## config.mk

```make
export PLATFORM = sky130hd
export DESIGN_NAME = hdm_target_lookup
export DESIGN_NICKNAME = d
export VERILOG_FILES = /design/src/rtl/hdm_pkg.sv /design/src/rtl/hdm_regs.sv /design/src/rtl/hdm_match.sv /design/src/rtl/hdm_scan.sv /design/src/rtl/hdm_target_lookup.sv
export SDC_FILE = /design/constraint.sdc
export NUM_CORES = 2
export LEC_CHECK = 0
export BUFFER_PORTS_ARGS = -buffer_cell sky130_fd_sc_hd__buf_2
export CAP_MARGIN = 15
export CORE_MARGIN = 10
export CORE_UTILIZATION = 60
export CTS_BUF_LIST = sky130_fd_sc_hd__clkbuf_16
export CTS_CLUSTER_DIAMETER = 120
export CTS_CLUSTER_SIZE = 12
export DETAILED_ROUTE_END_ITERATION = 16
export PLACE_DENSITY = 0.76
export SYNTH_ARGS = -nofsm -noshare
export SYNTH_HDL_FRONTEND = slang
export SYNTH_HIERARCHICAL = 1
export SYNTH_SLANG_ARGS = --single-unit
```

## constraint.sdc

```tcl
create_clock -name clk_i -period 8.5 [get_ports clk_i]
set_clock_uncertainty 0.15 [all_clocks]
set_input_delay 1.7 -clock clk_i [delete_from_list [all_inputs] [get_ports clk_i]]
set_output_delay 1.7 -clock clk_i [all_outputs]
set_load 0.02 [all_outputs]
```

## src/rtl/hdm_pkg.sv

```systemverilog
package hdm_pkg;
  localparam int WORD_W    = 32;
  localparam int PORT_W    = WORD_W / 4;
  localparam int ALIGN_LSB = 28;
  localparam int GRAN_SH   = 8;
  localparam int IG_LSB    = 0;
  localparam int IW_LSB    = 4;
  localparam int CODE_W    = 4;
  localparam int COMMIT_B  = 10;
  localparam int IW_MAX    = 3;

  typedef enum logic [2:0] {
    SEL_BASE_LO = 3'd0,
    SEL_BASE_HI = 3'd1,
    SEL_SIZE_LO = 3'd2,
    SEL_SIZE_HI = 3'd3,
    SEL_CTRL    = 3'd4,
    SEL_TGT_LO  = 3'd5,
    SEL_TGT_HI  = 3'd6,
    SEL_CAP     = 3'd7
  } reg_sel_e;

  typedef struct packed {
    logic [WORD_W-1:0] base_lo;
    logic [WORD_W-1:0] base_hi;
    logic [WORD_W-1:0] size_lo;
    logic [WORD_W-1:0] size_hi;
    logic [WORD_W-1:0] ctrl;
    logic [WORD_W-1:0] tgt_lo;
    logic [WORD_W-1:0] tgt_hi;
  } dec_regs_t;
endpackage

```

## src/rtl/hdm_regs.sv

```systemverilog
module hdm_regs
  import hdm_pkg::*;
#(
  parameter int N_DEC = 10,
  parameter int IDX_W = 4
) (
  input  logic              clk_i,
  input  logic              rst_ni,
  input  logic              wr_en_i,
  input  logic [2:0]        wr_sel_i,
  input  logic [IDX_W-1:0]  wr_idx_i,
  input  logic [WORD_W-1:0] wr_data_i,
  output dec_regs_t         dec_o [N_DEC],
  output logic [WORD_W-1:0] cap_o
);
  always_ff @(posedge clk_i or negedge rst_ni) begin
    if (!rst_ni) cap_o <= '0;
    else if (wr_en_i && wr_sel_i == SEL_CAP) cap_o <= wr_data_i;
  end

  for (genvar g = 0; g < N_DEC; g++) begin : g_dec
    logic sel_this;
    assign sel_this = wr_en_i && (wr_idx_i == IDX_W'(g));
    always_ff @(posedge clk_i or negedge rst_ni) begin
      if (!rst_ni) dec_o[g] <= '0;
      else if (sel_this) begin
        unique case (wr_sel_i)
          SEL_BASE_LO: dec_o[g].base_lo <= wr_data_i;
          SEL_BASE_HI: dec_o[g].base_hi <= wr_data_i;
          SEL_SIZE_LO: dec_o[g].size_lo <= wr_data_i;
          SEL_SIZE_HI: dec_o[g].size_hi <= wr_data_i;
          SEL_CTRL:    dec_o[g].ctrl    <= wr_data_i;
          SEL_TGT_LO:  dec_o[g].tgt_lo  <= wr_data_i;
          SEL_TGT_HI:  dec_o[g].tgt_hi  <= wr_data_i;
          default: ;
        endcase
      end
    end
  end
endmodule

```

## src/rtl/hdm_match.sv

```systemverilog
module hdm_match
  import hdm_pkg::*;
#(
  parameter int ADDR_W = 2 * WORD_W
) (
  input  dec_regs_t         dec_i,
  input  logic [ADDR_W-1:0] addr_i,
  output logic              in_range_o,
  output logic              committed_o,
  output logic [PORT_W-1:0] port_o
);
  localparam int HI_W = WORD_W - ALIGN_LSB;

  logic [ADDR_W-1:0] base, size, shifted;
  logic [ADDR_W:0]   limit;
  logic [CODE_W-1:0] ig, iw, iw_c;
  logic [2:0]        mask, idx;
  logic [WORD_W-1:0] word;

  assign base  = {dec_i.base_hi, dec_i.base_lo[WORD_W-1 -: HI_W], {ALIGN_LSB{1'b0}}};
  assign size  = {dec_i.size_hi, dec_i.size_lo[WORD_W-1 -: HI_W], {ALIGN_LSB{1'b0}}};
  assign limit = {1'b0, base} + {1'b0, size};
  assign in_range_o  = (addr_i >= base) && ({1'b0, addr_i} < limit);
  assign committed_o = dec_i.ctrl[COMMIT_B];

  assign ig   = dec_i.ctrl[IG_LSB +: CODE_W];
  assign iw   = dec_i.ctrl[IW_LSB +: CODE_W];
  assign iw_c = (iw > CODE_W'(IW_MAX)) ? CODE_W'(IW_MAX) : iw;
  assign shifted = addr_i >> (GRAN_SH + int'(ig));
  assign mask = 3'((4'd1 << iw_c) - 4'd1);
  assign idx  = shifted[2:0] & mask;
  assign word = idx[2] ? dec_i.tgt_hi : dec_i.tgt_lo;
  assign port_o = word[{idx[1:0], 3'b000} +: PORT_W];

  logic unused_bits;
  assign unused_bits = ^{dec_i.base_lo[ALIGN_LSB-1:0], dec_i.size_lo[ALIGN_LSB-1:0],
                         dec_i.ctrl[WORD_W-1:COMMIT_B+1], dec_i.ctrl[COMMIT_B-1:IW_LSB+CODE_W],
                         shifted[ADDR_W-1:3]};
endmodule

```

## src/rtl/hdm_scan.sv

```systemverilog
module hdm_scan
  import hdm_pkg::*;
#(
  parameter int MAX_DEC = 10,
  parameter int IDX_W   = 4,
  parameter int CNT_W   = 4
) (
  input  logic              clk_i,
  input  logic              rst_ni,
  input  logic              start_i,
  input  logic [CODE_W-1:0] cap_code_i,
  input  logic              in_range_i,
  input  logic              committed_i,
  input  logic [PORT_W-1:0] port_i,
  output logic              busy_o,
  output logic              load_o,
  output logic [IDX_W-1:0]  idx_o,
  output logic [CNT_W-1:0]  count_o,
  output logic              done_o,
  output logic              hit_o,
  output logic [PORT_W-1:0] port_o
);
  typedef enum logic {ST_IDLE, ST_SCAN} state_e;
  state_e state_q;
  logic   last;

  always_comb begin
    if (cap_code_i == '0)                 count_o = CNT_W'(1);
    else if (int'(cap_code_i) >= MAX_DEC / 2) count_o = CNT_W'(MAX_DEC);
    else                                  count_o = CNT_W'(2 * int'(cap_code_i));
  end

  assign busy_o = (state_q == ST_SCAN);
  assign load_o = start_i && !busy_o;
  assign last   = (CNT_W'(idx_o) + CNT_W'(1)) == count_o;

  always_ff @(posedge clk_i or negedge rst_ni) begin
    if (!rst_ni) begin
      state_q <= ST_IDLE;
      idx_o   <= '0;
      done_o  <= 1'b0;
      hit_o   <= 1'b0;
      port_o  <= '0;
    end else begin
      done_o <= 1'b0;
      if (load_o) begin
        state_q <= ST_SCAN;
        idx_o   <= '0;
      end else if (busy_o) begin
        if (in_range_i) begin
          // first window wins, committed or not
          state_q <= ST_IDLE;
          done_o  <= 1'b1;
          hit_o   <= committed_i;
          port_o  <= committed_i ? port_i : '0;
        end else if (last) begin
          state_q <= ST_IDLE;
          done_o  <= 1'b1;
          hit_o   <= 1'b0;
          port_o  <= '0;
        end else begin
          idx_o <= idx_o + IDX_W'(1);
        end
      end
    end
  end
endmodule

```

## src/rtl/hdm_target_lookup.sv

```systemverilog
module hdm_target_lookup
  import hdm_pkg::*;
#(
  parameter int  MAX_DEC = 10,
  localparam int IDX_W   = $clog2(MAX_DEC),
  localparam int CNT_W   = $clog2(MAX_DEC + 1),
  localparam int ADDR_W  = 2 * WORD_W
) (
  input  logic              clk_i,
  input  logic              rst_ni,
  input  logic              wr_en_i,
  input  logic [2:0]        wr_sel_i,
  input  logic [IDX_W-1:0]  wr_idx_i,
  input  logic [WORD_W-1:0] wr_data_i,
  input  logic              start_i,
  input  logic [ADDR_W-1:0] addr_i,
  output logic              done_o,
  output logic              hit_o,
  output logic [PORT_W-1:0] port_o
);
  dec_regs_t         dec_q [MAX_DEC];
  dec_regs_t         cur;
  logic [WORD_W-1:0] cap_q;
  logic [ADDR_W-1:0] addr_q;
  logic [IDX_W-1:0]  scan_idx;
  logic [CNT_W-1:0]  dec_count;
  logic              busy, load, in_range, committed;
  logic [PORT_W-1:0] cand_port;

  hdm_regs #(.N_DEC(MAX_DEC), .IDX_W(IDX_W)) u_regs (
    .clk_i, .rst_ni, .wr_en_i, .wr_sel_i, .wr_idx_i, .wr_data_i,
    .dec_o(dec_q), .cap_o(cap_q)
  );

  always_ff @(posedge clk_i or negedge rst_ni) begin
    if (!rst_ni)   addr_q <= '0;
    else if (load) addr_q <= addr_i;
  end

  always_comb begin
    cur = dec_q[0];
    for (int i = 1; i < MAX_DEC; i++)
      if (scan_idx == IDX_W'(i)) cur = dec_q[i];
  end

  hdm_match #(.ADDR_W(ADDR_W)) u_match (
    .dec_i(cur), .addr_i(addr_q),
    .in_range_o(in_range), .committed_o(committed), .port_o(cand_port)
  );

  hdm_scan #(.MAX_DEC(MAX_DEC), .IDX_W(IDX_W), .CNT_W(CNT_W)) u_scan (
    .clk_i, .rst_ni, .start_i,
    .cap_code_i(cap_q[CODE_W-1:0]),
    .in_range_i(in_range), .committed_i(committed), .port_i(cand_port),
    .busy_o(busy), .load_o(load), .idx_o(scan_idx), .count_o(dec_count),
    .done_o, .hit_o, .port_o
  );

  logic unused_cap;
  assign unused_cap = ^cap_q[WORD_W-1:CODE_W];
endmodule

```

==> After elaboration in Yosys (flattened, before gate mapping) <==
Index checks and enable logic that the tools add are counted.
{ "classes": {"bitwise_logic": 2, "order_cmp": 4, "shifts": 3, "reduce_logical": 91, "muxes": 30, "n_eq_ne": 28, "add_sub_neg": 4} }
{ "op_table": {"columns": ["operator", "count"], "rows": [
  ["$mux W224", 9],
  ["$reduce_and A2 Y1", 70],
  ["$add A64 B64 Y65", 1],
  ["$lt A64 B65 Y1", 1],
  ["$ge A64 B64 Y1", 1],
  ["$shr A64 B32 Y3", 1],
  ["$eq A4 B3 Y1 const B", 8],
  ["$mux W32", 1],
  ["$shiftx A32 B6 Y8", 1],
  ["$mux W4", 7],
  ["$mux W8", 3],
  ["$eq A4 B2 Y1 const B", 4],
  ["$eq A4 B4 Y1 const B", 4],
  ["$logic_and A1 B1 Y1", 13],
  ["$eq A3 B3 Y1 const B", 4],
  ["$mux W1", 10],
  ["$eq A4 B1 Y1 const B", 2],
  ["$logic_not A4 Y1", 2],
  ["$eq A3 B2 Y1 const B", 2],
  ["$reduce_and A3 Y1", 2],
  ["$add A4 B4 Y5 const A", 1],
  ["$add A4 B1 Y4 const B", 1],
  ["$eq A4 B4 Y1", 1],
  ["$ge A4 B3 Y1 const B", 1],
  ["10 further kinds", 12]
]} }
{ "totals": {"input_bits": 107, "wordCells": 239, "ff_bits": 2323, "out_inout_bits": 10} }

==> Logic depth before layout (Yosys ltp) <==
{ "logic_depth": {"ltp_word": 19, "depth_mapped": 35} }

==> Modules after synthesis <==
The synthesis kept the hierarchy.
{ "by_module_without_submodules": {"columns": ["mod", "cells_each", "area_per_inst_um2", "n_inst"], "rows": [
  ["hdm_regs", 5116, 85366.9, 1],
  ["hdm_target_lookup", 3818, 25608.3, 1],
  ["hdm_match", 594, 4642.0, 1],
  ["hdm_scan", 92, 908.4, 1]
]} }

==> Worst setup path before layout <==
Ideal clock, no wire load.
{ "synth_path": {"path_kind": "reg2reg", "startpoint": "reg u_scan.idx_o[2]", "endpoint": "reg u_scan.idx_o[0]", "path_stages_with_launch": 31, "arrival_ns": 6.529, "setup_ns": 0.095, "n_path_buf": 4, "slack_ns": 1.726, "synth_period_minus_slack_ns": 6.774, "path_cell_list": "dfrtp_1 > buf_4 > or3b_1 > buf_2 > buf_6 > a2bb2oi_1 > o221ai_1 > a21oi_1 > o22a_1 > ha_1 > buf_6 > a211oi_2 > o21ai_1 > a211o_1 > a31o_1 > a41oi_4 > o221ai_2 > a21o_1 > a21oi_2 > xor2_1 > ha_1 > nand4_1 > or3_1 > or3_1 > nor3_1 > a2111oi_0 > a211oi_1 > a31oi_1 > or4_4 > and4_4 > o32ai_2"} }
{ "synth_lines": {"columns": ["item", "line_no", "source"], "rows": [
  ["start: declaration", "hdm_scan.sv:17", "output logic [IDX_W-1:0] idx_o,"],
  ["start signal: assignment", "hdm_scan.sv:62", "idx_o <= idx_o + IDX_W'(1);"]
]} }

==> impl_metrics.json <==
{
  "leakage_nw": 39.87,
  "switchingPower_mw": 12.38,
  "worst_hold_path_type": "flop to flop",
  "row_count": 133,
  "drtIter0Drc": 6495,
  "final_slew_violations": 0,
  "dr_total_vias": 57388,
  "grt_antenna_before_repair": 24,
  "drt-met1-wl_um": 97510,
  "r2r-end": "u_scan/idx_o[1]$_DFFE_PN0P_",
  "routed_wire_length_per_instance_um": 30.73,
  "grt_overflow": 0,
  "slowest_delay_ns": 0.65,
  "worst-r2r-cell-count": 31,
  "grt_pass1_wl_um": 373500,
  "cell_internal_pwr_mw": 16.30,
  "grt_max_degree": 182,
  "cts_buffers": 145,
  "place.detailed.hpwl_um": 156500,
  "reg2reg_from": "u_scan/idx_o[2]$_DFFE_PN0P_",
  "mean_instance_size_in_the_synthesized_netlist_um2": 11.62,
  "detail_route.wirelength_um": 251500,
  "share_seq_of_total_power": 0.302,
  "critPathKind": "flop to flop",
  "floorplan.die_area_um2": 146900,
  "critical_path.top_delay_family": "compound AO/OA/AOI/OAI gates",
  "swShare": 0.4317,
  "final_area_um2": 84060,
  "worstSetupEndpoint": "u_scan/idx_o[1]$_DFFE_PN0P_",
  "worst-endpoint-required_ns": 9.01,
  "syn-cell-area_um2": 79190,
  "globalplace.congestion": 0.9503,
  "fp.dieH_um": 383.3,
  "vdd_ir_drop_max_uv": 464.6,
  "first_global_vias": 57938,
  "worst_pin_slew_ns": 1.242,
  "worstPathMaxFanout": 37,
  "dr_wl_met2_um": 110400,
  "synthesis.nets": 7030,
  "dr_wl_met3_um": 28650,
  "worst_path_max_delay_cell": "dfrtp_4",
  "vias_per_cell": 7.012,
  "critPathMostFrequentCell": "nor2b_1",
  "cts.clk_slew.worst_paths_ns": 0.07,
  "nets": 6621,
  "pwr-share-comb": 0.493,
  "clock_insertion_delay_worst_skew_ns": 0.80,
  "clock_sink_count": 1533,
  "timing.final.crit_period_ns": 8.268,
  "placed_area_um2": 79960,
  "holdBufCountCts": 0,
  "layout-drive-gt1-share": 0.3386,
  "cts-htree-levels": 4,
  "reg2reg_setup_slack_ns": 0.23,
  "i_o_pins": 117,
  "ant_nets": 0,
  "design.core.area_um2": 131300,
  "grt_usage": 0.3343,
  "setup-violations-final": 0,
  "power.density_cell_area_nw_per_um2": 341.2,
  "status": "finished clean",
  "final-instance-count-excl-fill": 8184,
  "numPortBuffers": 116,
  "layout.core_utilization": 0.6402,
  "top_layer": "met5",
  "design_power_total_mw": 28.68,
  "netlist_instances": 6813,
  "tritoncts": "done",
  "cts_buffer_depth": 3,
  "die_x_um": 383.3,
  "n_fill_cell": 9856,
  "drt_pre_antenna_iters": 8,
  "finalCritPeriodShare": 0.9727,
  "critical_path_cell_count": 31,
  "timing.critical_path.arrival_ns": 8.78,
  "worst_slew_margin_rel": 0.1717,
  "timing.critical_path.from": "u_scan/idx_o[2]$_DFFE_PN0P_",
  "yosys_warnings": 6,
  "floorplan.initialDensity": 0.6032,
  "critPathCaptureType": "flop",
  "post-place-cells": 7995,
  "finalHoldViolCount": 0,
  "max_freq_mhz": 120.9,
  "drt_drc_violations_left": 0,
  "cap_viol_max_count": 0,
  "areaGrowthSynthToFinish_pct": 6.143,
  "cp_num_buf_inv": 4,
  "cts_root_buf": "clkbuf_16",
  "start_kind": "flop",
  "power.share.clock": 0.205
}
## sequential cells by signal (all words and copies together), names as in the netlist
register	count
u_scan/hit_o	1
u_scan/port_o	8
u_scan/done_o	1
addr_q	64
u_scan/busy_o	1
u_regs/dec_o	1450
u_scan/idx_o	4
u_regs/cap_o	4
## timing repair
action	4_1_cts	5_1_grt
resized for setup	0	6
buffers inserted	0	17
endpoints found under the setup margin	0	15
## cells in the final DEF, fill, tap and decap left out, drive strengths merged, types with 20 or more instances in the layout
cell type / instances
a211oi: 30
a21o: 102
a21oi: 373
a221oi: 113
a222oi: 26
a22oi: 88
a2bb2oi: 93
buf: 358
clkbuf: 149
dfrtp: 1533
ha: 109
inv: 109
mux2: 1561
mux2i: 119
mux4: 21
nand2: 238
nand2b: 48
nand3: 50
nand3b: 20
nand4: 21
nor2: 216
nor2b: 68
nor3b: 47
nor4: 27
o211ai: 65
o21a: 26
o21ai: 277
o221ai: 96
o22a: 37
o22ai: 108
o31ai: 21
or2: 22
## cell type report
type                       instances  area [µm²]  share of cell area
clock buffer                     149        3729             0.04436
antenna                            8       20.02           0.0002382
multi-input combinational       4266       36540              0.4347
sequential                      1533       38380              0.4566
timing repair buffer             358        2661             0.03166
clock inverter                    15       160.2            0.001905
tap                             1755        2196             0.02612
inverter                         100       376.6            0.004480
## power groups by stage
stage / Clock, mW / Sequential (mW) / Combinational [mW]
3_5_place_dp: 0 / 8.78 / 13.6
3_3_place_gp: 0 / 8.74 / 13.3
6_report: 5.88 / 8.65 / 14.1
2_1_floorplan: 0 / 8.52 / 9.13
4_1_cts: 5.93 / 8.65 / 13.7
5_1_grt: 6.21 / 8.74 / 14.9
## stage by stage
step	hold WS [ns]	setup slack [ns]	setup TNS (ns)
final	0.3320	0.2321	0
after global routing	0.3432	-0.02216	-0.06826
after CTS	0.3316	0.2322	0
after detailed placement	0.3181	0.2911	0
after global placement	0.3116	0.5241	0
after floorplan	0.2995	1.753	0
## worst reg2reg max path: cells and delay by family, from the launching register on
kind	cells	cell delay, ns
fa+ha+maj	3	0.99
simple gates	8	1.63
buf+inv	4	0.79
flops	1	0.65
compound gates	15	3.79
xor+xnor	1	0.15
## metal layers
metal | up-vias | track usage
li1 | 23876 | -
met1 | 29504 | 0.4368
met2 | 3128 | 0.4991
met3 | 854 | 0.1021
met4 | 26 | 0.1774
met5 | - | 0
## worst min-delay path by stage
stage	start	to	slack, ns	depth (start not counted)
2_1_floorplan	u_regs/dec_o[268]$_DFFE_PN0P_	u_regs/dec_o[268]$_DFFE_PN0P_	0.30	1
3_3_place_gp	u_regs/dec_o[268]$_DFFE_PN0P_	u_regs/dec_o[268]$_DFFE_PN0P_	0.31	1
3_5_place_dp	u_regs/dec_o[268]$_DFFE_PN0P_	u_regs/dec_o[268]$_DFFE_PN0P_	0.32	1
4_1_cts	u_regs/dec_o[268]$_DFFE_PN0P_	u_regs/dec_o[268]$_DFFE_PN0P_	0.33	1
5_1_grt	u_regs/dec_o[268]$_DFFE_PN0P_	u_regs/dec_o[268]$_DFFE_PN0P_	0.34	1
6_report	u_regs/dec_o[268]$_DFFE_PN0P_	u_regs/dec_o[268]$_DFFE_PN0P_	0.33	1
Power figures use the tool's default switching activity.
